**config.mk**
```make
export PLATFORM = sky130hd
export DESIGN_NAME = hconv8_reuse
export DESIGN_NICKNAME = d
export VERILOG_FILES = /design/src/rtl/hconv_pkg.sv /design/src/rtl/hconv_row_ctrl.sv /design/src/rtl/hconv_win_buf.sv /design/src/rtl/hconv_tap_sum.sv /design/src/rtl/hconv8_reuse.sv
export SDC_FILE = /design/constraint.sdc
export NUM_CORES = 1
export LEC_CHECK = 0
export BUFFER_PORTS_ARGS = -buffer_cell sky130_fd_sc_hd__buf_2
export CAP_MARGIN = 40
export CORE_ASPECT_RATIO = 1.1
export CORE_UTILIZATION = 30
export DETAILED_ROUTE_END_ITERATION = 8
export SLEW_MARGIN = 10
export SYNTH_ARGS = -nofsm -noshare
export SYNTH_HDL_FRONTEND = slang
export SYNTH_HIERARCHICAL = 1
export SYNTH_SLANG_ARGS = --single-unit
export TNS_END_PERCENT = 50
```
**constraint.sdc**
```tcl
create_clock -name clk -period 6.7 [get_ports clk]
set_clock_uncertainty 0.2 [all_clocks]
set_input_delay 1.005 -clock clk [delete_from_list [all_inputs] [get_ports clk]]
set_output_delay 1.005 -clock clk [all_outputs]
set_load 0.03 [all_outputs]
```
**src/rtl/hconv_pkg.sv**
```systemverilog
package hconv_pkg;

    localparam int TAPS   = 8;
    localparam int SLOT_W = $clog2(TAPS);

    typedef enum logic [1:0] {
        ST_IDLE = 2'd0,
        ST_LOAD = 2'd1,
        ST_RUN  = 2'd2,
        ST_TAIL = 2'd3
    } row_state_e;

    // Fixed kernel weight of each tap position.
    function automatic int tap_weight(input int t);
        case (t)
            0: return 1;
            1: return 0;
            2: return 1;
            3: return 2;
            4: return 2;
            5: return 1;
            6: return 0;
            7: return 1;
            default: return 0;
        endcase
    endfunction

endpackage

```
**src/rtl/hconv_row_ctrl.sv**
```systemverilog
module hconv_row_ctrl
    import hconv_pkg::*;
#(
    parameter int ROW_OUTS = 16,
    localparam int IDX_W = $clog2(ROW_OUTS + TAPS)
) (
    input  logic              clk,
    input  logic              rst_n,
    input  logic              in_valid,
    input  logic              in_sor,
    output logic              wr_en,
    output logic [SLOT_W-1:0] wr_slot,
    output logic [SLOT_W-1:0] base_slot,
    output logic              emit,
    output row_state_e        state_o
);

    localparam logic [IDX_W-1:0] LOAD_LAST = IDX_W'(TAPS - 2);
    localparam logic [IDX_W-1:0] RUN_LAST  = IDX_W'(ROW_OUTS + TAPS - 2);

    row_state_e       state_q, state_d;
    logic [IDX_W-1:0] idx_q, idx_d;

    // next-state logic
    always_comb begin
        state_d = state_q;
        idx_d   = idx_q;
        if (in_valid) begin
            if (in_sor) begin
                state_d = ST_LOAD;
                idx_d   = IDX_W'(1);
            end else begin
                unique case (state_q)
                    ST_IDLE: ;
                    ST_LOAD: begin
                        idx_d = idx_q + 1'b1;
                        if (idx_q == LOAD_LAST) state_d = ST_RUN;
                    end
                    ST_RUN: begin
                        idx_d = idx_q + 1'b1;
                        if (idx_q == RUN_LAST) state_d = ST_TAIL;
                    end
                    ST_TAIL: begin
                        idx_d   = '0;
                        state_d = ST_IDLE;
                    end
                    default: ;
                endcase
            end
        end
    end

    // state register
    always_ff @(posedge clk or negedge rst_n) begin
        if (!rst_n) begin
            state_q <= ST_IDLE;
            idx_q   <= '0;
        end else begin
            state_q <= state_d;
            idx_q   <= idx_d;
        end
    end

    // outputs
    always_comb begin
        wr_slot   = in_sor ? '0 : idx_q[SLOT_W-1:0];
        base_slot = wr_slot + 1'b1;
        wr_en     = 1'b0;
        emit      = 1'b0;
        if (in_valid) begin
            if (in_sor) begin
                wr_en = 1'b1;
            end else begin
                unique case (state_q)
                    ST_IDLE: ;
                    ST_LOAD: wr_en = 1'b1;
                    ST_RUN: begin
                        wr_en = 1'b1;
                        emit  = 1'b1;
                    end
                    ST_TAIL: ;
                    default: ;
                endcase
            end
        end
    end

    assign state_o = state_q;


    sor_restart_chk: assert property (@(posedge clk) disable iff (!rst_n)
        (in_valid && in_sor) |=> (state_q == ST_LOAD && idx_q == IDX_W'(1)));


    tail_drop_chk: assert property (@(posedge clk) disable iff (!rst_n)
        (state_q == ST_TAIL && in_valid && !in_sor) |=> (state_q == ST_IDLE));

endmodule

```
**src/rtl/hconv_win_buf.sv**
```systemverilog
module hconv_win_buf
    import hconv_pkg::*;
#(
    parameter int DATA_W = 8
) (
    input  logic                     clk,
    input  logic                     rst_n,
    input  logic                     wr_en,
    input  logic [SLOT_W-1:0]        wr_slot,
    input  logic [DATA_W-1:0]        wr_data,
    output logic [TAPS*DATA_W-1:0]   view
);

    logic [DATA_W-1:0] mem [TAPS];

    always_ff @(posedge clk or negedge rst_n) begin
        if (!rst_n) begin
            for (int i = 0; i < TAPS; i++) mem[i] <= '0;
        end else if (wr_en) begin
            mem[wr_slot] <= wr_data;
        end
    end

    // Window as seen by the current cycle: the slot being written shows the
    // incoming sample so the output completes in the same cycle.
    for (genvar s = 0; s < TAPS; s++) begin : g_view
        assign view[s*DATA_W +: DATA_W] =
            (wr_en && wr_slot == SLOT_W'(s)) ? wr_data : mem[s];
    end


    slot_store_chk: assert property (@(posedge clk) disable iff (!rst_n)
        wr_en |=> (mem[$past(wr_slot)] == $past(wr_data)));

endmodule

```
**src/rtl/hconv_tap_sum.sv**
```systemverilog
module hconv_tap_sum
    import hconv_pkg::*;
#(
    parameter int DATA_W = 8,
    parameter int ACC_W  = 11
) (
    input  logic [TAPS*DATA_W-1:0] view,
    input  logic [SLOT_W-1:0]      base_slot,
    output logic [ACC_W-1:0]       sum
);

    logic [ACC_W-1:0] term [TAPS];

    for (genvar g = 0; g < TAPS; g++) begin : g_tap
        localparam int WT = tap_weight(g);
        if (WT == 0) begin : g_zero
            assign term[g] = '0;
        end else begin : g_live
            logic [SLOT_W-1:0] slot;
            logic [DATA_W-1:0] smp;
            assign slot = base_slot + SLOT_W'(g);
            assign smp  = view[slot*DATA_W +: DATA_W];
            if (WT == 2) begin : g_dbl
                assign term[g] = ACC_W'(smp) << 1;
            end else begin : g_one
                assign term[g] = ACC_W'(smp);
            end
        end
    end

    always_comb begin
        sum = '0;
        for (int i = 0; i < TAPS; i++) sum = sum + term[i];
    end

endmodule

```
**src/rtl/hconv8_reuse.sv**
```systemverilog
module hconv8_reuse
    import hconv_pkg::*;
#(
    parameter int DATA_W   = 8,
    parameter int ROW_OUTS = 16,
    localparam int ACC_W   = DATA_W + 3
) (
    input  logic              clk,
    input  logic              rst_n,
    input  logic              in_valid,
    input  logic              in_sor,
    input  logic [DATA_W-1:0] in_data,
    output logic              out_valid,
    output logic [ACC_W-1:0]  out_data
);

    localparam int CNT_W = $clog2(ROW_OUTS + 2);

    logic                   wr_en, emit;
    logic [SLOT_W-1:0]      wr_slot, base_slot;
    logic [TAPS*DATA_W-1:0] view;
    logic [ACC_W-1:0]       sum;
    row_state_e             state;

    hconv_row_ctrl #(.ROW_OUTS(ROW_OUTS)) ctrl_i (
        .clk       (clk),
        .rst_n     (rst_n),
        .in_valid  (in_valid),
        .in_sor    (in_sor),
        .wr_en     (wr_en),
        .wr_slot   (wr_slot),
        .base_slot (base_slot),
        .emit      (emit),
        .state_o   (state)
    );

    hconv_win_buf #(.DATA_W(DATA_W)) win_i (
        .clk     (clk),
        .rst_n   (rst_n),
        .wr_en   (wr_en),
        .wr_slot (wr_slot),
        .wr_data (in_data),
        .view    (view)
    );

    hconv_tap_sum #(.DATA_W(DATA_W), .ACC_W(ACC_W)) sum_i (
        .view      (view),
        .base_slot (base_slot),
        .sum       (sum)
    );

    always_ff @(posedge clk or negedge rst_n) begin
        if (!rst_n) begin
            out_valid <= 1'b0;
            out_data  <= '0;
        end else begin
            out_valid <= emit;
            if (emit) out_data <= sum;
        end
    end

    // Checker-only count of outputs issued since the last row start.
    logic [CNT_W-1:0] emit_cnt_q;
    always_ff @(posedge clk or negedge rst_n) begin
        if (!rst_n)                 emit_cnt_q <= '0;
        else if (in_valid && in_sor) emit_cnt_q <= '0;
        else if (emit)              emit_cnt_q <= emit_cnt_q + 1'b1;
    end


    row_len_chk: assert property (@(posedge clk) disable iff (!rst_n)
        emit_cnt_q <= CNT_W'(ROW_OUTS));


    out_src_chk: assert property (@(posedge clk) disable iff (!rst_n)
        out_valid |-> $past(in_valid));


    load_quiet_chk: assert property (@(posedge clk) disable iff (!rst_n)
        (state != ST_RUN) |=> !out_valid);

endmodule

```
# Word-level counts from Yosys, hierarchy flattened
# Index checks and enable logic that the tools add are counted.
totals:
  out_inout_bits: 12
  register_bits: 83
  elab_cells: 86
  in_bits: 12
op_classes:
  n_shift: 6
  bitwise: 1
  n_mux: 24
  n_eq_ne: 14
  n_addsub: 12
  n_reduce_logical: 15
  n_lt_le_gt_ge: 2
ops:
  columns: ["op", "count"]
  rows:
  - ["64-bit by 7-bit indexed part select with 8-bit output", 6]
  - ["8-bit two-way mux", 9]
  - ["64-bit bitwise mux", 1]
  - ["8-bit demux with 3-bit select", 1]
  - ["11-bit by 8-bit adder with 11-bit output", 2]
  - ["11-bit by 9-bit adder with 11-bit output", 2]
  - ["3-bit == test, second input constant", 4]
  - ["5-bit case mux with 2 select lines", 1]
  - ["3-bit adder, second input constant", 3]
  - ["8-bit by 8-bit adder with 9-bit output", 1]
  - ["1-bit logical AND", 9]
  - ["3-bit by 2-bit adder with 3-bit output, second input constant", 2]
  - ["3-bit by 2-bit == test with 1-bit output, second input constant", 2]
  - ["1-bit two-way mux", 6]
  - ["2-bit two-way mux", 3]
  - ["3-bit by 2-bit inequality test with 1-bit output, second input constant", 2]
  - ["2-bit case mux with 3 select lines", 1]
  - ["5-bit by 1-bit adder with 5-bit output, second input constant", 1]
  - ["5-bit by 3-bit == test with 1-bit output, second input constant", 1]
  - ["5-bit == test, second input constant", 1]
  - ["5-bit two-way mux", 1]
  - ["2-bit == test, second input constant", 2]
  - ["4-bit greater-or-equal comparator, second input constant", 1]
  - ["4-bit by 1-bit < comparator with 1-bit output, second input constant", 1]
  - ["11 further kinds", 11]

# Longest topological paths before layout
depth:
  ltp_word: 13
  ltp_mapped: 27
  ltp_nobuf: 23

# Cells and area by module
# The synthesis kept the hierarchy.
modules_own_cells:
  columns: ["module", "area_each_um2", "instances", "cells_per_inst", "seq_area_each_um2"]
  rows:
  - ["hconv_win_buf", 3343.2, 1, 223, 1601.5]
  - ["hconv_tap_sum", 3265.6, 1, 272, 0.0]
  - ["hconv_row_ctrl", 503.0, 1, 52, 175.2]
  - ["hconv8_reuse", 473.0, 1, 24, 300.3]

# Least setup slack after synthesis
# No wires, ideal clock.
synth_path:
  path_kind: "input port to flip-flop"
  from: "in in_sor"
  to: "reg out_data[9]"
  setup_ns: 0.125
  path_stages: 23
  slack_ns: 0.148
  arrival_time_ns: 6.227
  required_time_ns: 6.375
  path_buffers: 5
  path_cell_list: "and2b_2 ha_1 buf_6 buf_4 buf_2 inv_1 ha_1 buf_2 buf_2 mux4_2 mux2i_1 fa_1 inv_1 fa_1 inv_1 fa_1 inv_1 ha_1 a211oi_1 nor3_1 mux2i_1 a2111o_1 mux2_4"
synth_via:
  elab_cells_between_ends: 46
  classes_between: "add/sub: 11; eq/ne: 7; shift: 6; mux: 13; reduce/logical: 9"
synth_lines:
  columns: ["item", "line_no", "source"]
  rows:
  - ["start: declaration", "hconv8_reuse.sv:11", "input logic in_sor,"]
  - ["3-bit two-way mux (*)", "hconv_row_ctrl.sv:66", "wr_slot = in_sor ? '0 : idx_q[SLOT_W-1:0];"]
  - ["3-bit by 1-bit adder with 3-bit output (*)", "hconv_row_ctrl.sv:67", "base_slot = wr_slot + 1'b1;"]
  - ["named net base_slot[1]", "hconv8_reuse.sv:20", "logic [SLOT_W-1:0] wr_slot, base_slot;"]
  - ["3-bit by 2-bit adder with 3-bit output", "hconv_tap_sum.sv:21", "assign slot = base_slot + SLOT_W'(g);"]
  - ["64-bit by 7-bit indexed part select with 8-bit output", "hconv_tap_sum.sv:22", "assign smp = view[slot*DATA_W +: DATA_W];"]
  - ["8-bit by 8-bit adder with 9-bit output", "hconv_tap_sum.sv:33", "for (int i = 0; i < TAPS; i++) sum = sum + term[i];"]
  - ["11-bit by 9-bit adder with 11-bit output (2 in a row)", "hconv_tap_sum.sv:33", null]
  - ["11-bit by 8-bit adder with 11-bit output", "hconv_tap_sum.sv:33", null]
  - ["11-bit by 8-bit adder with 11-bit output (*)", "hconv_tap_sum.sv:33", null]
  - ["named net sum[9]", "hconv8_reuse.sv:22", "logic [ACC_W-1:0] sum;"]
  - ["end signal: assignment", "hconv8_reuse.sv:58", "if (emit) out_data <= sum;"]
  - ["end: declaration", "hconv8_reuse.sv:14", "output logic [ACC_W-1:0] out_data"]
# The timed path passes the listed nets; every way through them passes the cells marked *.
# A chain may end at the register's enable or synchronous reset.

# Final worst setup path
layout_path:
  from: "in in_sor"
  to: "reg out_data[9]"
layout_via:
  elab_chain_len: 10
  elab_cells_between_ends: 46
  classes_between: "add/sub: 11; eq/ne: 7; shift: 6; mux: 13; reduce/logical: 9"
layout_rtl:
  columns: ["item", "line_no", "source"]
  rows:
  - ["3-bit two-way mux (*)", "hconv_row_ctrl.sv:66", null]
  - ["named net wr_slot[2]", "hconv8_reuse.sv:20", null]
  - ["3-bit == test (*)", "hconv_win_buf.sv:28", "(wr_en && wr_slot == SLOT_W'(s)) ? wr_data : mem[s];"]
  - ["1-bit logical AND (*)", "hconv_win_buf.sv:28", null]
  - ["8-bit two-way mux (*)", "hconv_win_buf.sv:28", null]
  - ["named net view[60]", "hconv8_reuse.sv:21", "logic [TAPS*DATA_W-1:0] view;"]
  - ["64-bit by 7-bit indexed part select with 8-bit output", "hconv_tap_sum.sv:22", null]
  - ["8-bit by 8-bit adder with 9-bit output", "hconv_tap_sum.sv:33", null]
  - ["11-bit by 9-bit adder with 11-bit output (2 in a row)", "hconv_tap_sum.sv:33", null]
  - ["11-bit by 8-bit adder with 11-bit output", "hconv_tap_sum.sv:33", null]
  - ["11-bit by 8-bit adder with 11-bit output (*)", "hconv_tap_sum.sv:33", null]
  - ["named net sum[9]", "hconv8_reuse.sv:22", null]
# Marked as above.

==> metrics.md <==
| Metric | Value |
|---|---|
| Run status | `finished, final reports clean` |
| Layout net count | `about 660` |
| Mapped Avg Cell Area | `13.3 µm²` |
| Reg clk slew, reported paths | `around 0.060 ns` |
| Total grt overflow | `0` |
| Worst path arrival time | `6.37 ns` |
| Vias in the first global route | `4781` |
| Fillers | `about 2400` |
| Rows | `60` |
| Final Hold Fails | `0` |
| Worst hold path class | `flop to flop` |
| Post-synth cell types | `48` |
| Total core area | `between 20000 and 25000 µm²` |
| Worst-Margin Slew | `0.652 ns` |
| Post-route DRC | `0` |
| GRT Overall Usage | `12.9%` |
| First-pass GRT wire length | `roughly 26000 µm` |
| Critical path type | `primary input to flop` |
| Fmax | `about 160 MHz` |
| Share of cells above drive strength 1 | `48.8%` |
| Die Y | `approximately 170 µm` |
| Iteration-0 DRC Markers | `304` |
| Max cap viols | `0` |
| Net Count, Synth | `635` |
| Area leader, netlist | `dfrtp_1` |
| Asr flop ratio synth | `between 90% and 100%` |
| Yosys top cell area share | `27.4%` |
| Post-Syn Area | `approximately 7600 µm²` |
| Ant diodes | `0` |
| CTS tree | `built` |
| CTS sink cnt | `83` |
| Headroom to the max-slew limit | `a little under three fifths` |
| Most frequent cells after synthesis | `mux2_2 (128), dfrtp_1 (83), inv_1 (58), mux4_2 (55), mux2i_1 (45)` |
| Cell with the most instances after synthesis | `mux2_2` |
| Vias per cell | `5.05` |
| H-tree lvl count | `3` |
| Number of synthesized register bits | `slightly above 80` |
| Period utilization | `around 94%` |
| Avg WL per Cell | `between 15 and 20 µm` |
| Post-synthesis cell count | `roughly 570` |
| CTS buffer count | `9` |
| Sequential area share after synthesis | `between 20% and 30%` |
| Starting Density | `a little under a third` |
| Worst-Skew Late Latency | `approximately 0.35 ns` |
| Setup TNS | `0 ns` |
| Number of setup buffers added after CTS | `0` |
| Final min period | `6.33 ns` |
| Die area | `25900 µm²` |
| Final GP Congestion | `~0.84` |
| Initial antenna violation count | `0` |
| Top_reg_cell synth | `dfrtp_1` |
| Crit path required time | `around 6.7 ns` |
| DRT Wirelength | `~16000 µm` |
| Chip width | `154 µm` |
| Resized Gates After CTS | `0` |
| Synth warn | `6` |
| Startpoint types | `primary input` |
| Final setup vio count | `0` |
| Drt first pass iters | `4` |
| RSZ-0062 raised after global routing | `no` |
| Clk Tree Root Cell | `clkbuf_16` |
| Detail Placement HPWL | `12000 µm` |
| Worst Setup End Kind | `flop` |
| I/O pins | `24` |
| PortBufs | `23` |
| Largest net degree at the start of global routing | `60` |
| Main area contributors after synthesis | `dfrtp_1 (27%), mux2_2 (19%), mux4_2 (16%), fa_1 (8.2%), mux2i_1 (5.9%)` |
| CTS max path bufs | `2` |
| Synth-to-layout area growth | `12.5%` |
| Total number of vias | `4612` |
| Slew Limit Fails | `0` |
| EDFF count, synth | `0` |
| DRT antenna net count | `0` |
| Worst-path maximum fanout | `9` |
| Final hold slack | `between 0.3 and 0.4 ns` |
| # hold bufs at CTS | `0` |
-- cell families (layout without fill, tap and decap cells) --
family / Yosys count / in the layout / synth area share, %
buf+inv: 102 / 135 / 6.93
fa+ha+maj: 52 / 52 / 11.6
mux: 256 / 256 / 46.4
xor+xnor: 12 / 12 / 1.58
simple gates: 40 / 40 / 3.79
compound gates: 26 / 26 / 2.24
flops: 83 / 83 / 27.4
-- final timing paths --
| path | startpoint | depth (start not counted) | slack (ns) | to |
|---|---|---|---|---|
| max in group asynchronous | rst_n | 3 | 5.16 | win_i/mem[52] |
| min | win_i/mem[1] | 1 | 0.30 | win_i/mem[1] |
| max reg2reg | ctrl_i/state_o[0] | 22 | 0.39 | out_data[9] |
| min reg2reg | win_i/mem[1] | 1 | 0.30 | win_i/mem[1] |
| max | in_sor | 20 | 0.37 | out_data[9] |
| min in group asynchronous | rst_n | 1 | 0.34 | out_data[6] |
-- state kept, by name, indices dropped and copies added (netlist names) --
| name | count |
|---|---|
| out_valid | 1 |
| ctrl_i/state_o | 2 |
| out_data | 11 |
| ctrl_i/idx_q | 5 |
| win_i/mem | 64 |
-- layer usage --
layer	track usage [%]	routed length (µm)	vias to the layer above
met1	16.7	7340	2367
met5	0	0	-
met3	1.69	488	18
met4	4.87	291	0
li1	-	-	2152
met2	21.8	7740	75
-- layout make-up --
class                      count  area [µm²]  share of cell area (%)
inverter                      58         219                    2.57
multi-input combinational    386        5030                    59.0
timing repair buffer          61         505                    5.93
sequential                    83        2080                    24.3
clock inverter                 1        30.0                   0.352
clock buffer                  15         278                    3.26
tap                          310         388                    4.55
-- critical path: stages --
cell	delay, ns
buf_2	0.14
and2b_2	0.40
nand4_2	0.34
buf_4	0.30
buf_4	0.17
mux2_2	0.31
mux4_2	0.50
mux2i_1	0.24
fa_1	0.19
inv_1	0.06
fa_1	0.54
inv_1	0.06
fa_1	0.54
inv_1	0.04
ha_1	0.23
a211oi_1	0.36
nor3_1	0.13
mux2i_1	0.14
a2111o_1	0.39
mux2_4	0.25
-- through the flow --
step                      cell area (µm²)  util [%]  setup WS (ns)  std cells
after CTS                            8530      34.6          0.365        914
after detailed placement             8220      33.4        0.00880        898
after floorplan                      7580         -          0.148        571
after global placement               8180      33.2         0.0758        896
after global routing                 8530      34.6          0.148        914
final                                8530      34.6          0.371        914
-- cells in the final DEF (no fill, tap or decap), types with 2 or more instances in the layout --
| master | netlist | routed |
|---|---|---|
| a21oi_1 | 13 | 13 |
| and2b_2 | 2 | 2 |
| buf_12 | 0 | 6 |
| buf_2 | 15 | 22 |
| buf_4 | 5 | 31 |
| clkbuf_1 | 9 | 3 |
| clkbuf_16 | 0 | 9 |
| clkbuf_8 | 0 | 3 |
| dfrtp_1 | 83 | 83 |
| fa_1 | 31 | 31 |
| ha_1 | 21 | 20 |
| inv_1 | 58 | 57 |
| mux2_1 | 8 | 8 |
| mux2_2 | 128 | 128 |
| mux2_4 | 20 | 20 |
| mux2i_1 | 45 | 45 |
| mux4_2 | 55 | 55 |
| nand2_1 | 4 | 4 |
| nand3_1 | 2 | 2 |
| nand4_1 | 2 | 2 |
| nand4b_1 | 2 | 2 |
| nand4b_2 | 3 | 3 |
| nor2_1 | 13 | 13 |
| nor3_1 | 2 | 2 |
| nor4bb_4 | 0 | 2 |
| o21ai_0 | 2 | 2 |
| xnor2_1 | 7 | 7 |
| xnor2_2 | 2 | 2 |
| xor2_1 | 3 | 2 |
Power is left out: the tool's default activity adds up to more than one toggle a clock period on the data nets, which glitch-free logic cannot reach.
